$ cat src/rtl/spm_ctrl_pkg.sv
package spm_ctrl_pkg;
  typedef enum logic [2:0] {
    C_NONE, C_FILL, C_ERASE, C_WRITE, C_LOCK, C_REEN
  } cmd_e;

  localparam int B_GO   = 0;
  localparam int B_ERS  = 1;
  localparam int B_WR   = 2;
  localparam int B_LOCK = 3;
  localparam int B_REEN = 4;
  localparam int B_IE   = 7;
  localparam logic [7:0] WR_MASK = 8'h9F;

  // Pick the single command a write arms, highest priority first.
  function automatic cmd_e pick_cmd(logic [7:0] w);
    if (!w[B_GO])       return C_NONE;
    else if (w[B_LOCK]) return C_LOCK;
    else if (w[B_WR])   return C_WRITE;
    else if (w[B_ERS])  return C_ERASE;
    else if (w[B_REEN]) return C_REEN;
    else                return C_FILL;
  endfunction

  // Readback bits [4:0] for a command held in the register.
  function automatic logic [4:0] cmd_bits(cmd_e c);
    case (c)
      C_FILL:  return 5'b00001;
      C_ERASE: return 5'b00011;
      C_WRITE: return 5'b00101;
      C_LOCK:  return 5'b01001;
      C_REEN:  return 5'b10001;
      default: return 5'b00000;
    endcase
  endfunction
endpackage

$ cat src/rtl/cmd_window.sv
module cmd_window #(
  parameter int WIN  = 4,
  parameter int LOOK = 3
) (
  input  logic clk,
  input  logic rst_n,
  input  logic restart,
  input  logic active,
  output logic expire,
  output logic look_ok
);
  localparam int CW = $clog2(WIN + 1);
  logic [CW-1:0] cnt;

  always_ff @(posedge clk or negedge rst_n) begin
    if (!rst_n)                             cnt <= '0;
    else if (restart)                       cnt <= '0;
    else if (active && cnt != CW'(WIN - 1)) cnt <= cnt + 1'b1;
  end

  assign expire  = active && (cnt == CW'(WIN - 1));
  assign look_ok = active && (cnt < CW'(LOOK));

  a_r5_window_bound: assert property (@(posedge clk) disable iff (!rst_n)
    active |-> (cnt < CW'(WIN)));
endmodule

$ cat src/rtl/sect_flag.sv
module sect_flag (
  input  logic clk,
  input  logic rst_n,
  input  logic set_i,
  input  logic clr_i,
  output logic busy_o
);
  always_ff @(posedge clk or negedge rst_n) begin
    if (!rst_n)     busy_o <= 1'b0;
    else if (set_i) busy_o <= 1'b1;
    else if (clr_i) busy_o <= 1'b0;
  end

  a_r9_clear: assert property (@(posedge clk) disable iff (!rst_n)
    (clr_i && !set_i) |=> !busy_o);
endmodule

$ cat src/rtl/cfg_rd_sel.sv
module cfg_rd_sel (
  input  logic clk,
  input  logic rst_n,
  input  logic req_i,
  input  logic addr0_i,
  output logic rd_lock_o,
  output logic rd_fuse_o
);
  always_ff @(posedge clk or negedge rst_n) begin
    if (!rst_n) begin
      rd_lock_o <= 1'b0;
      rd_fuse_o <= 1'b0;
    end else begin
      rd_lock_o <= req_i && !addr0_i;
      rd_fuse_o <= req_i && addr0_i;
    end
  end

  a_r8_exclusive: assert property (@(posedge clk) disable iff (!rst_n)
    !(rd_lock_o && rd_fuse_o));
endmodule

$ cat src/rtl/spm_cmd_ctrl.sv
module spm_cmd_ctrl
  import spm_ctrl_pkg::*;
#(
  parameter int WIN_CYC  = 4,
  parameter int LOOK_CYC = 3,
  parameter int LOCK_W   = 8
) (
  input  logic              clk,
  input  logic              rst_n,
  input  logic              csr_we,
  input  logic [7:0]        csr_wdata,
  output logic [7:0]        csr_rdata,
  input  logic              store_stb,
  input  logic              load_stb,
  input  logic              load_addr0,
  input  logic              gie,
  input  logic              flash_done,
  input  logic [LOCK_W-1:0] lock_data_i,
  output logic              erase_o,
  output logic              write_o,
  output logic              fill_o,
  output logic              lock_o,
  output logic              reen_o,
  output logic              abort_o,
  output logic [LOCK_W-1:0] lock_bits_o,
  output logic              rd_lock_o,
  output logic              rd_fuse_o,
  output logic              sect_busy,
  output logic              irq
);
  cmd_e cmd;
  logic running, irq_en;
  logic [7:0] wkeep;
  cmd_e wr_cmd;
  logic armed, go_bit;
  logic ev_abort, ev_arm, ev_exec, ev_expire, ev_done;
  logic win_expire, win_look;
  logic exec_long, sect_set, sect_clr, look_req;

  assign wkeep     = csr_wdata & WR_MASK;
  assign wr_cmd    = pick_cmd(wkeep);
  assign go_bit    = (cmd != C_NONE);
  assign armed     = go_bit && !running;
  assign ev_abort  = armed && (cmd == C_FILL) && csr_we && wkeep[B_REEN];
  assign ev_arm    = csr_we && !running && !ev_abort && (wr_cmd != C_NONE);
  assign ev_exec   = armed && !csr_we && store_stb;
  assign ev_expire = armed && !csr_we && !store_stb && win_expire;
  assign ev_done   = running && flash_done;
  assign exec_long = (cmd == C_ERASE) || (cmd == C_WRITE) || (cmd == C_LOCK);
  assign sect_set  = ev_exec && ((cmd == C_ERASE) || (cmd == C_WRITE));
  assign sect_clr  = ev_exec && ((cmd == C_REEN) || (cmd == C_FILL));
  assign look_req  = (cmd == C_LOCK) && win_look && load_stb;

  cmd_window #(.WIN(WIN_CYC), .LOOK(LOOK_CYC)) u_win (
    .clk(clk), .rst_n(rst_n), .restart(ev_arm), .active(armed),
    .expire(win_expire), .look_ok(win_look)
  );

  sect_flag u_sect (
    .clk(clk), .rst_n(rst_n), .set_i(sect_set), .clr_i(sect_clr),
    .busy_o(sect_busy)
  );

  cfg_rd_sel u_rdsel (
    .clk(clk), .rst_n(rst_n), .req_i(look_req), .addr0_i(load_addr0),
    .rd_lock_o(rd_lock_o), .rd_fuse_o(rd_fuse_o)
  );

  always_ff @(posedge clk or negedge rst_n) begin
    if (!rst_n) begin
      cmd     <= C_NONE;
      running <= 1'b0;
      irq_en  <= 1'b0;
    end else begin
      if (csr_we) irq_en <= wkeep[B_IE];
      if (ev_done) begin
        cmd     <= C_NONE;
        running <= 1'b0;
      end else if (csr_we && !running) begin
        cmd <= ev_abort ? C_NONE : wr_cmd;
      end else if (ev_exec) begin
        if (exec_long) running <= 1'b1;
        else           cmd     <= C_NONE;
      end else if (ev_expire) begin
        cmd <= C_NONE;
      end
    end
  end

  always_ff @(posedge clk or negedge rst_n) begin
    if (!rst_n) begin
      erase_o     <= 1'b0;
      write_o     <= 1'b0;
      fill_o      <= 1'b0;
      lock_o      <= 1'b0;
      reen_o      <= 1'b0;
      abort_o     <= 1'b0;
      lock_bits_o <= '0;
    end else begin
      erase_o <= ev_exec && (cmd == C_ERASE);
      write_o <= ev_exec && (cmd == C_WRITE);
      fill_o  <= ev_exec && (cmd == C_FILL);
      lock_o  <= ev_exec && (cmd == C_LOCK);
      reen_o  <= ev_exec && (cmd == C_REEN);
      abort_o <= ev_abort;
      if (ev_exec && (cmd == C_LOCK)) lock_bits_o <= lock_data_i;
    end
  end

  assign csr_rdata = {irq_en, sect_busy, 1'b0, cmd_bits(cmd)};
  assign irq       = irq_en && gie && !go_bit;

  a_r4_one_pulse: assert property (@(posedge clk) disable iff (!rst_n)
    $onehot0({erase_o, write_o, fill_o, lock_o, reen_o, abort_o}));
  a_r6_busy_on_prog: assert property (@(posedge clk) disable iff (!rst_n)
    (erase_o || write_o) |-> sect_busy);
  a_r9_free_on_fill: assert property (@(posedge clk) disable iff (!rst_n)
    (fill_o || reen_o) |-> !sect_busy);
  a_r10_hold_running: assert property (@(posedge clk) disable iff (!rst_n)
    (running && !flash_done) |=> (cmd == $past(cmd)));
  a_r12_irq_idle: assert property (@(posedge clk) disable iff (!rst_n)
    irq |-> (csr_rdata[B_GO] == 1'b0));
  a_r2_reserved_zero: assert property (@(posedge clk) disable iff (!rst_n)
    csr_rdata[5] == 1'b0);
endmodule

$ cat config.mk
export PLATFORM = sky130hd
export DESIGN_NAME = spm_cmd_ctrl
export DESIGN_NICKNAME = d
export VERILOG_FILES = /design/src/rtl/spm_ctrl_pkg.sv /design/src/rtl/cmd_window.sv /design/src/rtl/sect_flag.sv /design/src/rtl/cfg_rd_sel.sv /design/src/rtl/spm_cmd_ctrl.sv
export SDC_FILE = /design/constraint.sdc
export NUM_CORES = 1
export LEC_CHECK = 0
export BUFFER_PORTS_ARGS = -buffer_cell sky130_fd_sc_hd__buf_2
export CORE_MARGIN = 2
export CORE_UTILIZATION = 30
export CTS_BUF_LIST = sky130_fd_sc_hd__clkbuf_8
export CTS_CLUSTER_DIAMETER = 150
export DETAILED_ROUTE_END_ITERATION = 16
export PLACE_DENSITY_LB_ADDON = 0.2
export SLEW_MARGIN = 20
export SYNTH_ARGS = -nofsm -noshare
export SYNTH_HDL_FRONTEND = slang
export SYNTH_SLANG_ARGS = --single-unit
$ cat constraint.sdc
create_clock -name clk -period 1.3 [get_ports clk]
set_input_delay 0.195 -clock clk [delete_from_list [all_inputs] [get_ports clk]]
set_output_delay 0.195 -clock clk [all_outputs]
set_load 0.05 [all_outputs]
==> flow_summary.toml <==
[outcome]
status = "complete, but fails checks"
violations = "negative setup slack"

[sta]
tightest_slew_ns = 0.559
finalCriticalPeriod_ns = 1.56
setup_violations = 20
finalHoldViolCount = 0
setup_ws_ns = -0.257
fin_crit_sh = 1.20
max_slew_margin = 0.627
maxSlewViolCount = 0
clock-skew-final_ns = 0.0108
max_freq_ghz = 0.642
whs_ns = 0.0855
rsz0062_at_grt = "true"

[die]
start_util = 0.316
core-area_um2 = 3720
dieArea_um2 = 4430
die_x_um = 66.6
die_h_um = 66.6
fp-row-count = 22
ios = 50

[cells_and_area]
final.fill_count = 346
reg.largest.list = "lock_bits_o (8), cmd (3), u_win.cnt (3)"
register_area_um2 = 629
mostFrequentLayoutCells = "buf_2 (40), dfrtp_1 (22), buf_4 (13)"
largest_reg_flops = 8
layout_commonest_cell = "buf_2"
post-route-util = 0.503
antennaDiodeCount = 0
stdcell_count = 214
drive_above_1_share = 0.675
num-nets-final = 193
area_growth_pct = 59.0
multi_input_area_um2 = 627
regMostFlops = "lock_bits_o"
final_cell_area_um2 = 1870

[placement]
dp.final_hpwl_um = 1980
dpl_cell_area_um2 = 1570
place_congestion = 0.691
placed_cells = 199
portBuffers = 46

[synth]
synth.area.top_cells = "dfrtp_1 (53%), mux2_2 (8.6%), nor3b_4 (3.2%)"
netlist.area_leader.share = 0.532
synthCells = 97
ys_ff_latch = 25
yosysSeqAreaShare = 0.532
synth_edf_count = 0
syn_area_um2 = 1170
synth_warnings = 0
ys_async_sr_fraction = 1.00
syn_nets = 123
avgSynthCellArea_um2 = 12.1
ys_types = 35
synth_top_cell_by_area = "dfrtp_1"
ys.flop_type = "dfrtp_1"

[global_routing]
grt_use_total = 0.137
grt_pass1_vias = 1005
grt_pass1_wl_um = 4620
overflow = 0
antenna_found_initial = 0
grt_max_degree = 26

[critical_path]
required_ns = 1.11
regToRegSetupSlack_ns = -0.21
arrival_ns = 1.36
critPathBufInv = 1
cp-start-kind = "flop"
path_class = "flop to output pin"
crit_path_max_incr_delay_ns = 0.49
r2r_end = "cmd[2]"
r2r_cells = 5
cp_max_fo = 6
reg2reg_from = "cmd[1]"
crit_chain = "nor3_4, and3_4, buf_8"
path_delay_family = "flip-flops"
endpoint_kind = "output pin"
cp_slowest_cell = "dfrtp_2"

[worst_hold_path]
hp-start = "load_addr0"
hold_path_depth = 2
hp-class = "primary input to flop"
min_to = "u_rdsel.rd_lock_o"

[clock_tree]
cts_tree = "built"
cts_root_buffer = "clkbuf_8"
cts_max_level = 1
cts_buffer_depth = 2
insertion_delay_ns = 0.27
cts_made_buffers = 3
cts_sinks = 25
path_clk_slew_ns = 0.10

[pwr]
powerDensity_nw_per_um2 = 1720
max-vdd-ir-drop_v = 0.000715
power.leakage_uw = 0.000924

[detailed_routing]
firstDrtPassIters = 4
drc = 0
via_per_inst = 4.61
drtIter0Drc = 46
routed_wl_um = 2800
postRouteAntennaNets = 0
vias = 986
wl_per_cell_um = 13.1

[run]
maxCapViolCount = 0
-- power breakdown --
group / total, uW / switching, uW / internal [uW]
registers: 1090 / 121 / 971
logic: 1650 / 996 / 652
clock network: 469 / 252 / 217
-- routing by layer --
layer | part of all wire | vias to the layer above | global-route usage
met5 | 0 | - | 0
met4 | 0.0029 | 0 | 0.0332
met3 | 0.059 | 2 | 0.0338
met2 | 0.54 | 36 | 0.258
met1 | 0.40 | 479 | 0.152
li1 | - | 469 | -
-- timing repair --
item                                    CTS  global route
hold buffers                              1             0
endpoints found under the setup margin   21            23
pin swaps                                10             4
hold endpoints to repair                 25             0
resized for setup                        30            13
buffers inserted                          8             2
gates cloned                              1             0
-- final cells by class --
cell class,instances,area share
clock buffer,3,0.0221
clock inverter,1,0.00402
inverter,4,0.00804
multi-input combinational,64,0.336
sequential,25,0.337
tap,48,0.0322
timing repair buffer,69,0.261
-- synthesized netlist by cell type (all sizes together), types with 2 or more instances --
cell type,instances
a211oi,2
a21oi,4
and2,3
and3,3
buf,5
dfrtp,25
ha,2
inv,4
mux2,9
nand2,6
nand2b,2
nor2,9
nor2b,3
nor3,2
nor3b,4
o32ai,2
-- how the worst max path moves through the flow --
stage / startpoint / depth (start not counted) / slack (ns) / end
after CTS: cmd[0] / 3 / -0.25 / irq
after global routing: cmd[0] / 3 / -0.33 / irq
final: cmd[0] / 3 / -0.26 / irq
after global placement: cmd[0] / 4 / -0.09 / cmd[2]
after detailed placement: cmd[0] / 4 / -0.13 / cmd[2]
after floorplan: cmd[0] / 3 / -0.38 / lock_bits_o[0]
-- cell families after synthesis --
family                   count (synthesis)  synth area share
XOR/XNOR                                 1           0.00746
AO/OA/AOI/OAI                           11            0.0703
buffers and inverters                    9            0.0458
flip-flops                              25             0.532
other                                    1           0.00319
AND/OR/NAND/NOR                         38             0.225
adder cells (fa/ha/maj)                  2            0.0213
multiplexers                            10            0.0948
-- metrics by stage --
| stage | setup TNS, ns | setup slack [ns] | power (uW) |
|---|---|---|---|
| after floorplan | -4.60 | -0.375 | 2140 |
| after global placement | -0.746 | -0.0922 | 2490 |
| after detailed placement | -1.36 | -0.129 | 2530 |
| after CTS | -2.17 | -0.249 | 3160 |
| after global routing | -4.58 | -0.331 | 3410 |
| final | -3.15 | -0.257 | 3210 |
No activity file was read; power rests on OpenSTA's default activity.
